[config.mk]
export PLATFORM = sky130hd
export DESIGN_NAME = frame_rotator
export DESIGN_NICKNAME = d
export VERILOG_FILES = /design/src/rtl/fr_pkg.sv /design/src/rtl/fr_ctrl.sv /design/src/rtl/fr_regions.sv /design/src/rtl/frame_rotator.sv
export SDC_FILE = /design/constraint.sdc
export NUM_CORES = 1
export LEC_CHECK = 0
export ABC_CLOCK_PERIOD_IN_PS = 1300
export CAP_MARGIN = 20
export CORE_MARGIN = 10
export CORE_UTILIZATION = 31
export CTS_CLUSTER_SIZE = 20
export DETAILED_ROUTE_END_ITERATION = 12
export HOLD_SLACK_MARGIN = 0.08
export PLACE_DENSITY = 0.89
export SETUP_SLACK_MARGIN = 0.02
export SYNTH_ARGS = -nofsm -noshare
export SYNTH_HDL_FRONTEND = slang
export SYNTH_HIERARCHICAL = 1
export SYNTH_SLANG_ARGS = --single-unit
export TNS_END_PERCENT = 1
[constraint.sdc]
create_clock -name clk -period 1.3 [get_ports clk]
set_input_delay 0.39 -clock clk [delete_from_list [all_inputs] [get_ports clk]]
set_output_delay 0.39 -clock clk [all_outputs]
set_load 0.03 [all_outputs]
[src/rtl/fr_pkg.sv]
package fr_pkg;
  localparam int NUM_REGIONS = 4;
  localparam int IDX_W = $clog2(NUM_REGIONS);

  typedef logic [IDX_W-1:0] regionIdx_t;

  typedef struct packed {
    logic launch;
    logic finish;
    logic latch;
  } strobes_t;
endpackage

[src/rtl/fr_ctrl.sv]
module fr_ctrl
  import fr_pkg::*;
(
  input  logic     clk,
  input  logic     rstN,
  input  logic     flushReq,
  input  logic     copyDone,
  input  logic     vsyncPulse,
  output strobes_t strobes,
  output logic     copyStart
);
  logic busy;
  logic pending;

  always_comb begin
    strobes.launch = !busy && (pending || flushReq);
    strobes.finish = busy && copyDone;
    strobes.latch  = vsyncPulse;
  end

  always_ff @(posedge clk) begin
    if (!rstN) begin
      busy      <= 1'b0;
      pending   <= 1'b0;
      copyStart <= 1'b0;
    end else begin
      copyStart <= strobes.launch;
      busy      <= strobes.launch || (busy && !copyDone);
      pending   <= busy && (pending || flushReq);
    end
  end
endmodule

[src/rtl/fr_regions.sv]
module fr_regions
  import fr_pkg::*;
#(
  parameter int                ADDR_W      = 32,
  parameter logic [ADDR_W-1:0] MEM_BASE    = '0,
  parameter int unsigned       FRAME_BYTES = 32'd3145728
) (
  input  logic              clk,
  input  logic              rstN,
  input  strobes_t          strobes,
  output logic [ADDR_W-1:0] copySrcBase,
  output logic [ADDR_W-1:0] copyDstBase,
  output logic [ADDR_W-1:0] dispBase
);
  logic [ADDR_W-1:0] baseTab [NUM_REGIONS];
  regionIdx_t scanIdx;
  regionIdx_t newestIdx;
  regionIdx_t dstIdx;
  regionIdx_t pickIdx;

  for (genvar g = 0; g < NUM_REGIONS; g++) begin : g_base
    assign baseTab[g] = MEM_BASE + ADDR_W'(g * FRAME_BYTES);
  end

  // lowest display region that is neither scanned nor queued
  always_comb begin
    pickIdx = regionIdx_t'(1);
    for (int i = NUM_REGIONS - 1; i >= 1; i--) begin
      if (regionIdx_t'(i) != scanIdx && regionIdx_t'(i) != newestIdx)
        pickIdx = regionIdx_t'(i);
    end
  end

  always_ff @(posedge clk) begin
    if (!rstN) begin
      scanIdx   <= regionIdx_t'(1);
      newestIdx <= regionIdx_t'(1);
      dstIdx    <= regionIdx_t'(2);
    end else begin
      if (strobes.launch) dstIdx    <= pickIdx;
      if (strobes.latch)  scanIdx   <= newestIdx;
      if (strobes.finish) newestIdx <= dstIdx;
    end
  end

  assign copySrcBase = baseTab[0];
  assign copyDstBase = baseTab[dstIdx];
  assign dispBase    = baseTab[scanIdx];
endmodule

[src/rtl/frame_rotator.sv]
module frame_rotator #(
  parameter int                ADDR_W      = 32,
  parameter logic [ADDR_W-1:0] MEM_BASE    = '0,
  parameter int unsigned       FRAME_BYTES = 32'd3145728
) (
  input  logic              clk,
  input  logic              rstN,
  input  logic              flushReq,
  input  logic              vsyncPulse,
  input  logic              copyDone,
  output logic              copyStart,
  output logic [ADDR_W-1:0] copySrcBase,
  output logic [ADDR_W-1:0] copyDstBase,
  output logic [ADDR_W-1:0] dispBase
);
  fr_pkg::strobes_t strobes;

  fr_ctrl i_ctrl (
    .clk        (clk),
    .rstN       (rstN),
    .flushReq   (flushReq),
    .copyDone   (copyDone),
    .vsyncPulse (vsyncPulse),
    .strobes    (strobes),
    .copyStart  (copyStart)
  );

  fr_regions #(
    .ADDR_W      (ADDR_W),
    .MEM_BASE    (MEM_BASE),
    .FRAME_BYTES (FRAME_BYTES)
  ) i_regions (
    .clk         (clk),
    .rstN        (rstN),
    .strobes     (strobes),
    .copySrcBase (copySrcBase),
    .copyDstBase (copyDstBase),
    .dispBase    (dispBase)
  );
endmodule

; ---- Yosys cells after proc, flatten, opt, wreduce, memory -nomap -nowiden
; Cells that the tools add are included.
[op_classes]
magnitude_cmp = 2
eq_ne = 6
mux = 9
bitwise_logic = 2
reduce_logical = 11
[ops]
columns = cell, count
row1 = $bmux 32 s2, 2
row2 = $mux 32, 4
row3 = $ne 2x2->1 const A, 4
row4 = $logic_and 1x1->1, 7
row5 = $ge 3x3->1 const B, 2
row6 = $mux 2, 3
row7 = $not 2->3, 2
row8 = $ne 1x2->1 const A, 2
row9 = $logic_not 1->1, 2
row10 = $logic_or 1x1->1, 2
[totals]
regBits = 9
input_bits = 5
out_inout_bits = 97

; ---- Longest topological paths before layout
[depth]
word_depth = 5
ltp_mapped = 5
ltp_nobuf = 5

; ---- Hierarchy
; Netlist, hierarchy kept.
[by_module_without_submodules]
columns = mod, instances, cells_each, area_each_um2, seq_area_each_um2
row1 = fr_regions, 1, 127, 1008.5, 120.1
row2 = fr_ctrl, 1, 12, 116.4, 60.1

; ---- Worst setup path before layout
; Ideal clock, no wire load.
[synth_path]
path_kind = register to register
start = register i_regions.scanIdx[0]
end = register i_regions.dstIdx[1]
setup_ns = 0.134
arrival_time_ns = 1.168
required_time_ns = 1.166
slack_ns = -0.002
stages_incl_launch_ff = 6
path_buffers = 0
synth_period_minus_slack_ns = 1.302
cell_sequence = dfxtp_1 -> inv_1 -> ha_1 -> a21boi_0 -> o211ai_1 -> o221ai_1
[synth_between]
elab_chain_cells = 5
word_cells_on_any_way = 9
[synth_rtl]
columns = item, line
row1 = "start, declared", fr_regions.sv:16  ; regionIdx_t scanIdx;
row2 = "start signal, assigned", fr_regions.sv:36  ; scanIdx <= regionIdx_t'(1);
row3 = "start signal, assigned", fr_regions.sv:41  ; if (strobes.latch) scanIdx <= newestIdx;
row4 = $ne 2x2->1, fr_regions.sv:29  ; if (regionIdx_t'(i) != scanIdx && regionIdx_t'(i) != newestIdx)
row5 = $logic_and 1x1->1, fr_regions.sv:29
row6 = $mux 2 (2 in series), fr_regions.sv:29
row7 = $mux 2 *, fr_regions.sv:29
row8 = "end signal, assigned", fr_regions.sv:38  ; dstIdx <= regionIdx_t'(2);
row9 = "end signal, assigned", fr_regions.sv:40  ; if (strobes.launch) dstIdx <= pickIdx;
row10 = "end, declared", fr_regions.sv:18  ; regionIdx_t dstIdx;
; Every way passes the cells marked *; elsewhere a longest branch is shown, timed or not.
; A chain may end at the register's enable or synchronous reset.

; ---- Worst setup path in the final report
[layout_path]
start = register i_regions.scanIdx[1]
end = output port dispBase[21]
[layout_between]
elab_chain_cells = 4
[layout_rtl]
columns = item, line
row1 = $not 2->3 (implied by the code), fr_regions.sv:48  ; assign dispBase = baseTab[scanIdx];
row2 = $bmux 32 s2, fr_regions.sv:48
row3 = $mux 32 (implied by the code) (2 in series), fr_regions.sv:48
row4 = "end, declared", frame_rotator.sv:14  ; output logic [ADDR_W-1:0] dispBase
; No other way between the ends. The select of a mux whose other input is x is not followed.

==> results.sh <==
export IMPL_p_total_w=0.00111
export IMPL_cp_data_arrival_time_ns=1.04
export IMPL_die_h_um=80.2
export IMPL_antenna_found_initial=0
export IMPL_die_w_um=80.2
export IMPL_timing_final_max_slew_violations=0
export IMPL_ir_drop_uv=256
export IMPL_wire_per_inst_um=10.9
export IMPL_synth_largest_area_cell="buf_4"
export IMPL_dpl_cell_area_um2=1020
export IMPL_setup_violations=5
export IMPL_finish_instance_area_um2=1130
export IMPL_clock_root_buffer="clkbuf_4"
export IMPL_timing_fmax_mhz=698
export IMPL_crit_fanout=4
export IMPL_p_per_area_nw_per_um2=983
export IMPL_rows=21
export IMPL_yosysMostFrequentCell="buf_4"
export IMPL_placeableCoreArea_um2=3420
export IMPL_grt_pass1_wl_um=3010
export IMPL_min_to="i_ctrl/pending"
export IMPL_first_iter_violations=6
export IMPL_fin_skew_ns=0.00253
export IMPL_clock_sinks=9
export IMPL_hold_viol=0
export IMPL_clkSlewWorstSetupHoldPaths_ns=0.06
export IMPL_postSynthCellCount=139
export IMPL_cp_slowest_stage_delay_ns=0.37
export IMPL_vias_per_cell=3.10
export IMPL_async_reset_ff_share_pct=0
export IMPL_netlist_top_cells_count="buf_4 (91), dfxtp_1 (9), inv_1 (7), ha_1 (5), nand2_1 (5)"
export IMPL_ys_warn_count=6
export IMPL_seq_area_frac_synth_pct=16.0
export IMPL_syn_area_um2=1120
export IMPL_maxCapViolCount=0
export IMPL_final_util_pct=33.1
export IMPL_h_tree_depth=1
export IMPL_synthFlopType="dfxtp_1"
export IMPL_fillerInstances=381
export IMPL_dr_pass1_iters=2
export IMPL_routed_wl_um=2230
export IMPL_fin_crit_sh_pct=110
export IMPL_clk_latency_ns=0.26
export IMPL_rrSetupSlack_ns=0.04
export IMPL_path_class="flip-flop to primary output"
export IMPL_dp_final_hpwl_um=2020
export IMPL_violations="negative setup slack"
export IMPL_num_nets_final=170
export IMPL_crit_path_end_kind="primary output"
export IMPL_syn_area_per_cell_um2=8.09
export IMPL_leakage_nw=0.599
export IMPL_setup_slack_ns=-0.133
export IMPL_pre_cts_ws_ns=-0.253
export IMPL_synth_edff_count=0
export IMPL_grt_max_degree=10
export IMPL_cp_required_ns=0.91
export IMPL_fin_crit_ns=1.43
export IMPL_portBuffers=13
export IMPL_swShare_pct=51.7
export IMPL_gp_congestion=0.762
export IMPL_area_growth_pct=0.445
export IMPL_pwr_share_comb_pct=52.4
export IMPL_initial_core_util_pct=32.9
export IMPL_antennaDiodeCount=0
export IMPL_hp_class="flip-flop to flip-flop"
export IMPL_crit_path_cell_trace="ha_4 -> inv_2 -> buf_12"
export IMPL_pwr_share_clk_pct=19.3
export IMPL_grt_usage_pct=5.65
export IMPL_r2r_cells=5
export IMPL_synth_cell_types=21
export IMPL_ys_ff_latch=9
export IMPL_die_area_um2=6440
export IMPL_multiInputGateArea_um2=603
export IMPL_min_path_cells=2
export IMPL_worstReg2RegEnd="i_regions/dstIdx[1]"
export IMPL_finalSetupTns_ns=-0.547
export IMPL_intPower_w=0.000536
export IMPL_ctsHoldBuffers=0
export IMPL_yosysTopAreaCellShare_pct=60.7
export IMPL_p_seq_share_pct=28.3
export IMPL_reg2reg_from="i_regions/scanIdx[0]"
export IMPL_rsz0062_at_grt="yes"
export IMPL_clockBufferDepth=2
export IMPL_vias=635
export IMPL_cp_start_kind="flip-flop"
export IMPL_layout_drive_gt1_share_pct=23.3
export IMPL_min_from="i_ctrl/busy"
export IMPL_p_sw_w=0.000575
export IMPL_ant_nets=0
export IMPL_synth_area_leaders="buf_4 (61%), dfxtp_1 (16%), ha_1 (5.6%)"
export IMPL_ioPinCount=102
export IMPL_cts_tree="done"
export IMPL_cts_buffers=3
export IMPL_register_area_um2=188
export IMPL_worst_path_max_delay_cell="dfxtp_4"
export IMPL_grt_pass1_vias=700
export IMPL_drc=0
export IMPL_grt_overflow_total=0
export IMPL_outcome="complete, but fails checks"
==> cells in the final DEF (no fill, tap or decap) <==
cell / Yosys / final
nor3b_1: 1 / 1
inv_2: 1 / 5
and2_4: 1 / 1
ha_2: 0 / 2
clkbuf_1: 0 / 1
buf_12: 0 / 4
clkdlybuf4s50_1: 0 / 4
a21oi_1: 1 / 1
nand2_1: 5 / 5
buf_4: 91 / 8
mux2i_1: 3 / 3
clkbuf_4: 0 / 3
a21boi_1: 0 / 1
nor2b_1: 2 / 2
conb_1: 1 / 88
o211ai_1: 2 / 2
nor2_1: 3 / 2
o21ai_0: 1 / 1
nor3b_2: 1 / 1
dfxtp_4: 0 / 1
dfxtp_2: 0 / 3
a31oi_1: 1 / 1
ha_4: 0 / 3
dfxtp_1: 9 / 5
nor2_2: 0 / 1
inv_1: 7 / 3
nor3_1: 1 / 1
buf_6: 0 / 4
maj3_2: 1 / 1
o221ai_1: 1 / 1
==> layer usage <==
layer / vias up / share of wire, % / track usage (%)
met5: - / 0 / 0
met4: 0 / 2.1 / 3.70
met3: 4 / 15 / 1.78
met2: 62 / 51 / 11.0
met1: 277 / 32 / 4.78
li1: 292 / - / -
==> power by group through the flow <==
stage	sequential (W)	combinational, W	clock (W)
6_report	0.000314	0.000582	0.000214
5_1_grt	0.000317	0.000615	0.000241
4_1_cts	0.000316	0.000563	0.000217
3_5_place_dp	0.000318	0.000530	0
3_3_place_gp	0.000317	0.000525	0
2_1_floorplan	0.000320	0.000647	0
==> layout make-up <==
| cell class | instances | share of cell area [%] |
|---|---|---|
| tap | 46 | 5.09 |
| multi-input combinational | 118 | 53.4 |
| sequential | 9 | 16.6 |
| timing repair buffer | 20 | 19.9 |
| inverter | 8 | 2.66 |
| clock buffer | 4 | 2.33 |
==> per-stage QoR <==
step / hold slack [ns] / std cells
floorplan: 0.448 / 226
global placement: 0.471 / 198
detailed placement: 0.479 / 198
CTS: 0.498 / 204
global route: 0.538 / 205
finish: 0.494 / 205
==> what timing repair did <==
item / CTS / global route
pin swaps: 2 / 1
setup buffers: 2 / 1
resized for setup: 19 / 2
setup endpoints to repair: 7 / 8
==> worst max path at each step <==
stage / end / from / slack (ns) / depth (start not counted)
after floorplan: copyDstBase[21] / i_regions/dstIdx[0] / 0.03 / 3
after global placement: i_regions/dstIdx[1] / flushReq / -0.15 / 5
after detailed placement: i_regions/dstIdx[1] / flushReq / -0.25 / 5
after CTS: dispBase[21] / i_regions/scanIdx[0] / -0.14 / 4
after global routing: dispBase[21] / i_regions/scanIdx[0] / -0.17 / 4
final: dispBase[21] / i_regions/scanIdx[1] / -0.13 / 3
==> flip-flops by register name, indices dropped and copies added, names as in the netlist <==
signal and flops:
i_ctrl/pending 1, i_regions/dstIdx 2, i_ctrl/copyStart 1, i_ctrl/busy 1
i_regions/newestIdx 2, i_regions/scanIdx 2
==> cell families after synthesis <==
logic type | after synthesis | synth area share, %
AOI/OAI and AO/OA | 7 | 4.23
adders and majority gates | 6 | 6.56
buffers and inverters | 99 | 63.4
DFF | 9 | 16.0
muxes | 3 | 2.67
other | 1 | 0.333
and+or+nand+nor | 14 | 6.79
==> critical path: cells and delay by family (launching register included) <==
kind | cells | cell delay (ns)
flops | 1 | 0.37
fa+ha+maj | 1 | 0.26
buf+inv | 2 | 0.16
Note: power is estimated with default switching activity, not from simulation.
